### src/rtl/mtq_pkg.sv
package mtq_pkg;

  localparam int CMD_W = 4;
  localparam int SRC_W = 2;

  typedef logic [CMD_W-1:0] cmd_t;

  localparam cmd_t CMD_RD_SHR     = 4'd0;
  localparam cmd_t CMD_RD_EXCL    = 4'd1;
  localparam cmd_t CMD_UPG        = 4'd2;
  localparam cmd_t CMD_SC_UPG     = 4'd3;
  localparam cmd_t CMD_SC_UPG_NAK = 4'd4;
  localparam cmd_t CMD_SC         = 4'd5;
  localparam cmd_t CMD_SC_NAK     = 4'd6;
  localparam cmd_t CMD_WRITE      = 4'd7;
  localparam cmd_t CMD_PREFETCH   = 4'd8;

  typedef enum logic [SRC_W-1:0] {
    SRC_CPU   = 2'd0,
    SRC_SNOOP = 2'd1,
    SRC_PF    = 2'd2
  } src_t;

  // Commands that require an exclusive copy of the line.
  function automatic logic cmd_needs_excl(input cmd_t c);
    case (c)
      CMD_RD_EXCL, CMD_UPG, CMD_SC_UPG, CMD_SC_UPG_NAK,
      CMD_SC, CMD_SC_NAK, CMD_WRITE: return 1'b1;
      default:                       return 1'b0;
    endcase
  endfunction

  // Commands that rely on a still-valid copy and must be rewritten if it is lost.
  function automatic logic cmd_is_upg(input cmd_t c);
    return (c == CMD_UPG) || (c == CMD_SC_UPG) || (c == CMD_SC);
  endfunction

  // Fallback form of an upgrade-class command; identity for all others.
  function automatic cmd_t cmd_fallback(input cmd_t c);
    case (c)
      CMD_UPG:    return CMD_RD_EXCL;
      CMD_SC_UPG: return CMD_SC_UPG_NAK;
      CMD_SC:     return CMD_SC_NAK;
      default:    return c;
    endcase
  endfunction

endpackage

### src/rtl/mtq_slot.sv
module mtq_slot
  import mtq_pkg::*;
#(
  parameter int ORDER_W = 16,
  parameter int TIME_W  = 32
) (
  input  logic               clk,
  input  logic               rst,
  input  logic               wr_en,
  input  cmd_t               wr_cmd,
  input  logic [SRC_W-1:0]   wr_src,
  input  logic [ORDER_W-1:0] wr_order,
  input  logic [TIME_W-1:0]  wr_time,
  input  logic               wr_mark,
  input  logic               rw_en,
  output cmd_t               q_cmd,
  output logic [SRC_W-1:0]   q_src,
  output logic [ORDER_W-1:0] q_order,
  output logic [TIME_W-1:0]  q_time,
  output logic               q_mark
);

  // A write wins over a rewrite, so a same-cycle push is stored as given.
  always_ff @(posedge clk) begin
    if (rst) begin
      q_cmd <= CMD_RD_SHR;
      q_src <= SRC_CPU;
    end else if (wr_en) begin
      q_cmd <= wr_cmd;
      q_src <= wr_src;
    end else if (rw_en) begin
      q_cmd <= cmd_fallback(q_cmd);
    end
  end

  // Payload fields need no reset.
  always_ff @(posedge clk) begin
    if (wr_en) begin
      q_order <= wr_order;
      q_time  <= wr_time;
      q_mark  <= wr_mark;
    end
  end

endmodule

### src/rtl/mtq_ptr_ctrl.sv
module mtq_ptr_ctrl #(
  parameter int DEPTH = 8,
  localparam int PTR_W = (DEPTH > 1) ? $clog2(DEPTH) : 1,
  localparam int CNT_W = $clog2(DEPTH + 1)
) (
  input  logic             clk,
  input  logic             rst,
  input  logic             push_ok,
  input  logic             pop_ok,
  output logic [PTR_W-1:0] wr_ptr,
  output logic [PTR_W-1:0] rd_ptr,
  output logic [CNT_W-1:0] count,
  output logic             full,
  output logic             empty
);

  localparam logic [PTR_W-1:0] LAST = PTR_W'(DEPTH - 1);

  logic [CNT_W-1:0] count_nxt;

  always_comb begin
    count_nxt = count;
    if (push_ok && !pop_ok) count_nxt = count + 1'b1;
    if (pop_ok && !push_ok) count_nxt = count - 1'b1;
  end

  always_ff @(posedge clk) begin
    if (rst) begin
      wr_ptr <= '0;
      rd_ptr <= '0;
      count  <= '0;
      full   <= 1'b0;
      empty  <= 1'b1;
    end else begin
      if (push_ok) wr_ptr <= (wr_ptr == LAST) ? '0 : wr_ptr + 1'b1;
      if (pop_ok)  rd_ptr <= (rd_ptr == LAST) ? '0 : rd_ptr + 1'b1;
      count <= count_nxt;
      full  <= (count_nxt == CNT_W'(DEPTH));
      empty <= (count_nxt == '0);
    end
  end

endmodule

### src/rtl/mtq_flag_unit.sv
module mtq_flag_unit (
  input  logic clk,
  input  logic rst,
  input  logic set_excl,
  input  logic set_upg,
  input  logic rewrite,
  input  logic flag_clr,
  output logic need_excl,
  output logic has_upg,
  output logic do_rewrite
);

  // A rewrite acts only while an upgrade is recorded.
  assign do_rewrite = rewrite && has_upg;

  always_ff @(posedge clk) begin
    if (rst) begin
      need_excl <= 1'b0;
      has_upg   <= 1'b0;
    end else begin
      need_excl <= (need_excl && !flag_clr) || set_excl;
      has_upg   <= (has_upg && !flag_clr && !do_rewrite) || set_upg;
    end
  end

endmodule

### src/rtl/mtq_target_list.sv
module mtq_target_list
  import mtq_pkg::*;
#(
  parameter int DEPTH   = 8,
  parameter int ORDER_W = 16,
  parameter int TIME_W  = 32,
  localparam int PTR_W = (DEPTH > 1) ? $clog2(DEPTH) : 1,
  localparam int CNT_W = $clog2(DEPTH + 1)
) (
  input  logic               clk,
  input  logic               rst,
  input  logic               push_valid,
  input  logic [3:0]         push_cmd,
  input  logic [1:0]         push_src,
  input  logic [ORDER_W-1:0] push_order,
  input  logic [TIME_W-1:0]  push_time,
  input  logic               push_mark,
  input  logic               pop,
  input  logic               rewrite,
  input  logic               flag_clr,
  output logic               full,
  output logic               empty,
  output logic [CNT_W-1:0]   count,
  output logic [3:0]         head_cmd,
  output logic [1:0]         head_src,
  output logic [ORDER_W-1:0] head_order,
  output logic [TIME_W-1:0]  head_time,
  output logic               head_mark,
  output logic               need_excl,
  output logic               has_upg,
  output logic               push_err
);

  logic             push_ok, pop_ok, from_snoop, do_rewrite;
  logic [PTR_W-1:0] wr_ptr, rd_ptr;

  cmd_t               s_cmd   [DEPTH];
  logic [SRC_W-1:0]   s_src   [DEPTH];
  logic [ORDER_W-1:0] s_order [DEPTH];
  logic [TIME_W-1:0]  s_time  [DEPTH];
  logic               s_mark  [DEPTH];

  assign push_ok    = push_valid && !full;
  assign pop_ok     = pop && !empty;
  assign from_snoop = (push_src == SRC_SNOOP);

  mtq_ptr_ctrl #(.DEPTH(DEPTH)) u_ptr (
    .clk     (clk),
    .rst     (rst),
    .push_ok (push_ok),
    .pop_ok  (pop_ok),
    .wr_ptr  (wr_ptr),
    .rd_ptr  (rd_ptr),
    .count   (count),
    .full    (full),
    .empty   (empty)
  );

  mtq_flag_unit u_flags (
    .clk        (clk),
    .rst        (rst),
    .set_excl   (push_ok && !from_snoop && cmd_needs_excl(push_cmd)),
    .set_upg    (push_ok && !from_snoop && cmd_is_upg(push_cmd)),
    .rewrite    (rewrite),
    .flag_clr   (flag_clr),
    .need_excl  (need_excl),
    .has_upg    (has_upg),
    .do_rewrite (do_rewrite)
  );

  for (genvar i = 0; i < DEPTH; i++) begin : g_slot
    mtq_slot #(.ORDER_W(ORDER_W), .TIME_W(TIME_W)) u_slot (
      .clk      (clk),
      .rst      (rst),
      .wr_en    (push_ok && (wr_ptr == PTR_W'(i))),
      .wr_cmd   (push_cmd),
      .wr_src   (push_src),
      .wr_order (push_order),
      .wr_time  (push_time),
      .wr_mark  (push_mark),
      .rw_en    (do_rewrite),
      .q_cmd    (s_cmd[i]),
      .q_src    (s_src[i]),
      .q_order  (s_order[i]),
      .q_time   (s_time[i]),
      .q_mark   (s_mark[i])
    );
  end

  assign head_cmd   = s_cmd[rd_ptr];
  assign head_src   = s_src[rd_ptr];
  assign head_order = s_order[rd_ptr];
  assign head_time  = s_time[rd_ptr];
  assign head_mark  = s_mark[rd_ptr];

  always_ff @(posedge clk) begin
    if (rst) push_err <= 1'b0;
    else     push_err <= push_valid && full;
  end

endmodule

### config.mk
export PLATFORM = sky130hd
export DESIGN_NAME = mtq_target_list
export DESIGN_NICKNAME = d
export VERILOG_FILES = /design/src/rtl/mtq_pkg.sv /design/src/rtl/mtq_slot.sv /design/src/rtl/mtq_ptr_ctrl.sv /design/src/rtl/mtq_flag_unit.sv /design/src/rtl/mtq_target_list.sv
export SDC_FILE = /design/constraint.sdc
export NUM_CORES = 1
export LEC_CHECK = 0
export BUFFER_PORTS_ARGS = -buffer_cell sky130_fd_sc_hd__buf_2
export CORE_MARGIN = 2
export CORE_UTILIZATION = 40
export CTS_BUF_LIST = sky130_fd_sc_hd__clkbuf_4 sky130_fd_sc_hd__clkbuf_8
export CTS_CLUSTER_DIAMETER = 150
export CTS_CLUSTER_SIZE = 24
export DETAILED_ROUTE_END_ITERATION = 10
export PLACE_DENSITY = 0.65
export SLEW_MARGIN = 20
export SYNTH_ARGS = -nofsm -noshare
export SYNTH_HDL_FRONTEND = slang
export SYNTH_SLANG_ARGS = --single-unit
### constraint.sdc
create_clock -name clk -period 4.6 [get_ports clk]
set_clock_uncertainty 0.15 [all_clocks]
set_input_delay 0.46 -clock clk [delete_from_list [all_inputs] [get_ports clk]]
set_output_delay 0.46 -clock clk [all_outputs]
set_load 0.01 [all_outputs]
==> impl_metrics.yaml, run 1 <==
status:
  outcome: "finished clean"
die:
  die_w_um: 217
  initial_core_util: 0.403
  ioPinCount: 125
  dieArea_mm2: 0.0472
  num_rows: 78
  fp.dieH_um: 217
  core_mm2: 0.0452
grt:
  overflow: 0
  grt_pass1_vias: 9419
  grt_max_degree: 62
  grt_usage: 0.157
  antenna_found_initial: 1
  grt_pass1_wl_um: 56600
logic_synthesis:
  yosysSeqAreaShare: 0.716
  netlist_area_mm2: 0.0182
  synth_area_per_cell_um2: 19.2
  async_flop_share: 0
  ys_ff_latch: 455
  syn_nets: 1020
  ys_warn_count: 0
  synth_edf_count: 392
  synth-main-ff-cell: "edfxtp_1"
  synthCells: 949
  yosysUniqueCellTypes: 47
timing:
  clock.fmax_ghz: 0.289
  finalSetupViolations: 0
  setup_tns_ps: 0
  period_share: 0.751
  whs_ps: 71.9
  slew_headroom: 0.367
  tightest_slew_ps: 949
  grt_setup_unrepaired: "no"
  hold_viol_final: 0
  slew_violations: 0
  period_needed_ps: 3460
clocking:
  clk_pin_slew_ps: 150
  cts_sinks: 455
  cts_tree: "yes"
  clk_path_buf_depth: 3
  h-tree-depth: 1
  cts_buffers: 22
  cts_root_buffer: "clkbuf_8"
  clkLatencyLatePin_ps: 600
routing:
  viasPerCell: 5.29
  route.vias.total: 9194
  wl_um: 37000
  drcViolationCount: 0
  postRouteAntennaNets: 0
  drt_first_iter_violations: 562
  drt-pass1-iter-count: 5
  wl_per_cell_um: 21.3
critical_path:
  critPathBufInv: 2
  crit_fanout: 47
  start_kind: "register"
  path_cells: "buf_12, mux4_2, mux2_2, buf_2"
  slowest_stage: "dfxtp_4"
  path_class: "register to primary output"
  crit_required_ps: 3990
  critPathTopFamily: "multiplexers"
  critPathCaptureType: "primary output"
  regToRegSetupSlack_ps: 2010
  cp.arrival_ps: 2850
  crit_path_max_incr_delay_ps: 760
placement:
  port_buffers: 124
  post-dp-hpwl_um: 21700
  gp_congestion: 0.764
  dp_cells: 1645
min_path:
  holdCritPathClass: "input pin to register"
finish:
  num_antenna_cells: 0
  mostFrequentLayoutCell: "edfxtp_1"
  final.fill_count: 3833
  fin_nets: 1194
  drive_gt1_frac: 0.300
  syn2layout_area_growth_pct: 12.5
  regArea_mm2: 0.0130
  multi_input_area_mm2: 0.00475
  fin_cells: 1739
  layout_common_cells: "edfxtp_1 (392), buf_2 (123), mux4_2 (83), nand2_1 (65), dfxtp_1 (60)"
run:
  drv_cap: 0
power_and_ir_drop:
  ir_drop_mv: 0.164
  power_density_mw_per_mm2: 363
  power.leakage_nw: 6.61
-- logic make-up (layout without fill, tap and decap cells) --
logic type	after synthesis	after routing	synth area share
AOI/OAI and AO/OA	75	75	0.0276
xor gates and xnor gates	5	5	0.00241
adders and majority gates	10	10	0.00688
buffers and inverters	69	259	0.0230
DFF	455	455	0.716
muxes	177	177	0.182
and+or+nand+nor	158	158	0.0415
-- state kept, by name (all words and copies together) (netlist names), 3 cells and up --
register               flops
u_ptr.count                4
g_slot.u_slot.q_order    128
g_slot.u_slot.q_mark       8
g_slot.u_slot.q_cmd       32
g_slot.u_slot.q_time     256
u_ptr.rd_ptr               3
g_slot.u_slot.q_src       16
u_ptr.wr_ptr               3
-- metal layers --
metal  share of wire  GRT usage
met4           0.013     0.0317
met5         0.00019          0
met3           0.044     0.0211
met2            0.48      0.259
met1            0.46      0.226
-- cell usage after synthesis (3+ instances only) --
| cell | instances | area, µm² |
|---|---|---|
| a21oi_1 | 35 | 175 |
| mux2i_1 | 11 | 110 |
| nand2_1 | 65 | 244 |
| buf_2 | 8 | 40.0 |
| mux2_2 | 56 | 631 |
| buf_12 | 7 | 140 |
| and3_1 | 3 | 18.8 |
| nor3_1 | 18 | 90.1 |
| inv_1 | 17 | 63.8 |
| nor2_1 | 36 | 135 |
| o21ai_0 | 4 | 20.0 |
| a221oi_1 | 7 | 61.3 |
| nor4b_1 | 3 | 26.3 |
| nand3b_1 | 6 | 45.0 |
| clkbuf_1 | 20 | 75.1 |
| a211oi_1 | 12 | 90.1 |
| xnor2_1 | 3 | 26.3 |
| ha_1 | 10 | 125 |
| nand2b_1 | 8 | 50.1 |
| nor2b_1 | 7 | 43.8 |
| buf_1 | 6 | 22.5 |
| dfxtp_1 | 63 | 1260 |
| buf_6 | 3 | 33.8 |
| mux4_2 | 83 | 1870 |
| mux4_1 | 27 | 709 |
| and2_1 | 3 | 18.8 |
| edfxtp_1 | 392 | 11800 |
| a311oi_1 | 5 | 43.8 |
| inv_2 | 4 | 15.0 |
| buf_4 | 3 | 22.5 |
-- power breakdown --
group	internal [mW]	switching, mW	total (mW)
Combinational	0.476	0.475	0.952
Clock	0.632	1.15	1.78
Sequential	4.62	0.0914	4.71
Total	5.73	1.71	7.44
-- repair_timing --
action,CTS,global route
setup endpoints to repair,0,0
endpoints found under the hold margin,410,0
hold buffers,54,0
buffers inserted,0,0
gates resized for setup,0,0
-- final cells by class --
type	count	share of cell area
Tap cell	600	0.0367
Clock buffer	39	0.0213
Sequential cell	455	0.637
Timing Repair Buffer	197	0.0681
Inverter	22	0.00409
Clock inverter	1	0.000856
Multi-Input combinational cell	425	0.232
-- through the flow --
stage | cell area [µm²] | power, mW | worst slack (ps) | utilization
detailed placement | 19500 | 5.74 | 1730 | 0.431
CTS | 20500 | 7.54 | 1030 | 0.453
floorplan | 18200 | 5.43 | 2070 | -
finish | 20500 | 7.44 | 1140 | 0.453
global route | 20500 | 7.73 | 931 | 0.453
global placement | 19500 | 5.72 | 1730 | 0.431
-- worst paths after layout --
kind                                           startpoint                        end  cells past startpoint
worst max register to register            u_ptr.wr_ptr[2]  g_slot[1].u_slot.q_cmd[1]                      7
worst min-delay path                          push_cmd[1]  g_slot[7].u_slot.q_cmd[1]                      3
worst min register to register  g_slot[6].u_slot.q_src[0]  g_slot[6].u_slot.q_src[0]                      2
worst max-delay path                      u_ptr.rd_ptr[0]              head_order[1]                      4
-- tightest hold or removal path, delay by kind of cell --
family / cells / cell delay, ps
buffers and inverters: 1 / 190
AO/OA/AOI/OAI: 1 / 50
AND/OR/NAND/NOR: 1 / 90
No activity file was read; power rests on OpenSTA's default activity.
==> inputs of run 2 (changes only) <==
- PLACE_DENSITY: 0.65 -> 0.67
- clock period: 4.6 -> 3.1 ns (I/O delays scaled with it)
==> run 2 against run 1 <==
  * Non-clock buffer count is 18 higher
  * Die area unchanged
  * First-iteration DRC count grew 1.4%
  * Largest cell class unchanged
  * Combinational power rose by 57%
  * Power is 48% higher
==> impl_metrics.yaml, run 2 (same netlist as run 1, synthesis figures left out) <==
routing:
  drt_first_iter_violations: 570
  wl_um: 36800
  drcViolationCount: 0
  drt-pass1-iter-count: 4
  viasPerCell: 5.23
  route.vias.total: 9190
  wl_per_cell_um: 21.0
  postRouteAntennaNets: 0
placement:
  dp_slack_ps: 706
  post-dp-hpwl_um: 21100
  port_buffers: 124
  gp_congestion: 0.773
  placed_area_mm2: 0.0196
power_and_ir_drop:
  power_density_mw_per_mm2: 534
  power.leakage_nw: 6.71
  ir_drop_mv: 0.259
finish:
  fin_nets: 1212
  reg_top3: "g_slot.u_slot.q_time (256), g_slot.u_slot.q_order (128), g_slot.u_slot.q_cmd (32)"
  largest_register_ffs: 256
  num_antenna_cells: 0
  drive_gt1_frac: 0.306
  regMostFlops: "g_slot.u_slot.q_time"
  mostFrequentLayoutCell: "edfxtp_1"
  fin_area_mm2: 0.0207
  syn2layout_area_growth_pct: 13.6
  layout_common_cells: "edfxtp_1 (392), buf_2 (124), mux4_2 (83), nand2_1 (65)"
critical_path:
  slowest_stage: "mux4_2"
  critPathCaptureType: "primary output"
  crit_fanout: 23
  crit_top_cell: "buf_12"
  path_class: "register to primary output"
  crit_path_max_incr_delay_ps: 500
  cp.arrival_ps: 2440
  path_cells: "buf_12, buf_12, mux4_2, mux2_2, buf_2"
  start_kind: "register"
  crit_required_ps: 2640
grt:
  grt_pass1_wl_um: 56300
  overflow: 0
  grt_pass1_vias: 9439
  antenna_found_initial: 1
  grt_max_degree: 61
  grt_usage: 0.157
clocking:
  h-tree-depth: 1
  cts_root_buffer: "clkbuf_8"
  cts_sinks: 455
  clkLatencyLatePin_ps: 610
  clk_path_buf_depth: 3
  cts_buffers: 22
  clk_pin_slew_ps: 140
  cts_tree: "yes"
timing:
  slew_violations: 0
  slew_headroom: 0.401
  tightest_slew_ps: 899
  setup_tns_ps: 0
  final.setup.worst_slack_ps: 200
  period_needed_ps: 2900
  hold_viol_final: 0
  clock.fmax_ghz: 0.345
  grt_setup_unrepaired: "no"
  finalSetupViolations: 0
  period_share: 0.936
die:
  initial_core_util: 0.403
  dieArea_mm2: 0.0472
  die_w_um: 217
  num_rows: 78
  ioPinCount: 125
  core_mm2: 0.0452
  fp.dieH_um: 217
run:
  drv_cap: 0
status:
  outcome: "finished clean"
min_path:
  holdCritPathClass: "input pin to register"
run 2: what timing repair did:
action,in CTS,in global routing
hold buffers,60,0
setup buffers,0,2
hold endpoints to repair,438,0
cloned,0,0
resized for setup,1,0
setup endpoints to repair,2,34
run 2: layout make-up:
cell class	instances	area (µm²)
clock buffers	40	444
fillers	3821	24500
inverters	22	83.8
multi-input cells	425	4750
flip-flops and latches	455	13000
well taps	600	751
repair buffers	215	1610
run 2: final timing paths:
| path | startpoint | end | slack (ps) | cells after the start |
|---|---|---|---|---|
| setup / recovery | u_ptr.rd_ptr[0] | head_order[2] | 200 | 5 |
| hold / removal | rst | u_ptr.wr_ptr[0] | 150 | 2 |
| setup reg to reg | u_ptr.full | g_slot[4].u_slot.q_cmd[2] | 900 | 5 |
| hold reg to reg | g_slot[1].u_slot.q_src[0] | g_slot[1].u_slot.q_src[0] | 310 | 2 |
run 2: stage by stage:
stage | std cells | hold WS (ps) | utilization | power [mW]
3_5_place_dp | 1655 | 297 | 0.434 | 8.53
3_3_place_gp | 1655 | 290 | 0.434 | 8.50
5_1_grt | 1757 | 165 | 0.458 | 11.5
4_1_cts | 1755 | 111 | 0.457 | 11.2
6_report | 1757 | 150 | 0.458 | 11.0
2_1_floorplan | 949 | 259 | - | 8.06
run 2: power breakdown:
part | leakage [nW] | switching (mW) | internal, mW
clock network | 0.244 | 1.70 | 0.907
logic | 2.39 | 0.740 | 0.747
registers | 4.07 | 0.0904 | 6.85
run 2: per-layer routing:
| layer | track usage | part of all wire | vias to the layer above |
|---|---|---|---|
| li1 | - | - | 4189 |
| met1 | 0.228 | 0.47 | 4793 |
| met2 | 0.257 | 0.48 | 175 |
| met3 | 0.0189 | 0.037 | 31 |
| met4 | 0.0317 | 0.015 | 2 |
| met5 | 0 | 0.00035 | - |
run 2: worst max-delay path, delay by kind of cell (launching register included):
family / cells / cell delay, ps
muxes: 2 / 780
buffers and inverters: 3 / 570
DFF: 1 / 440
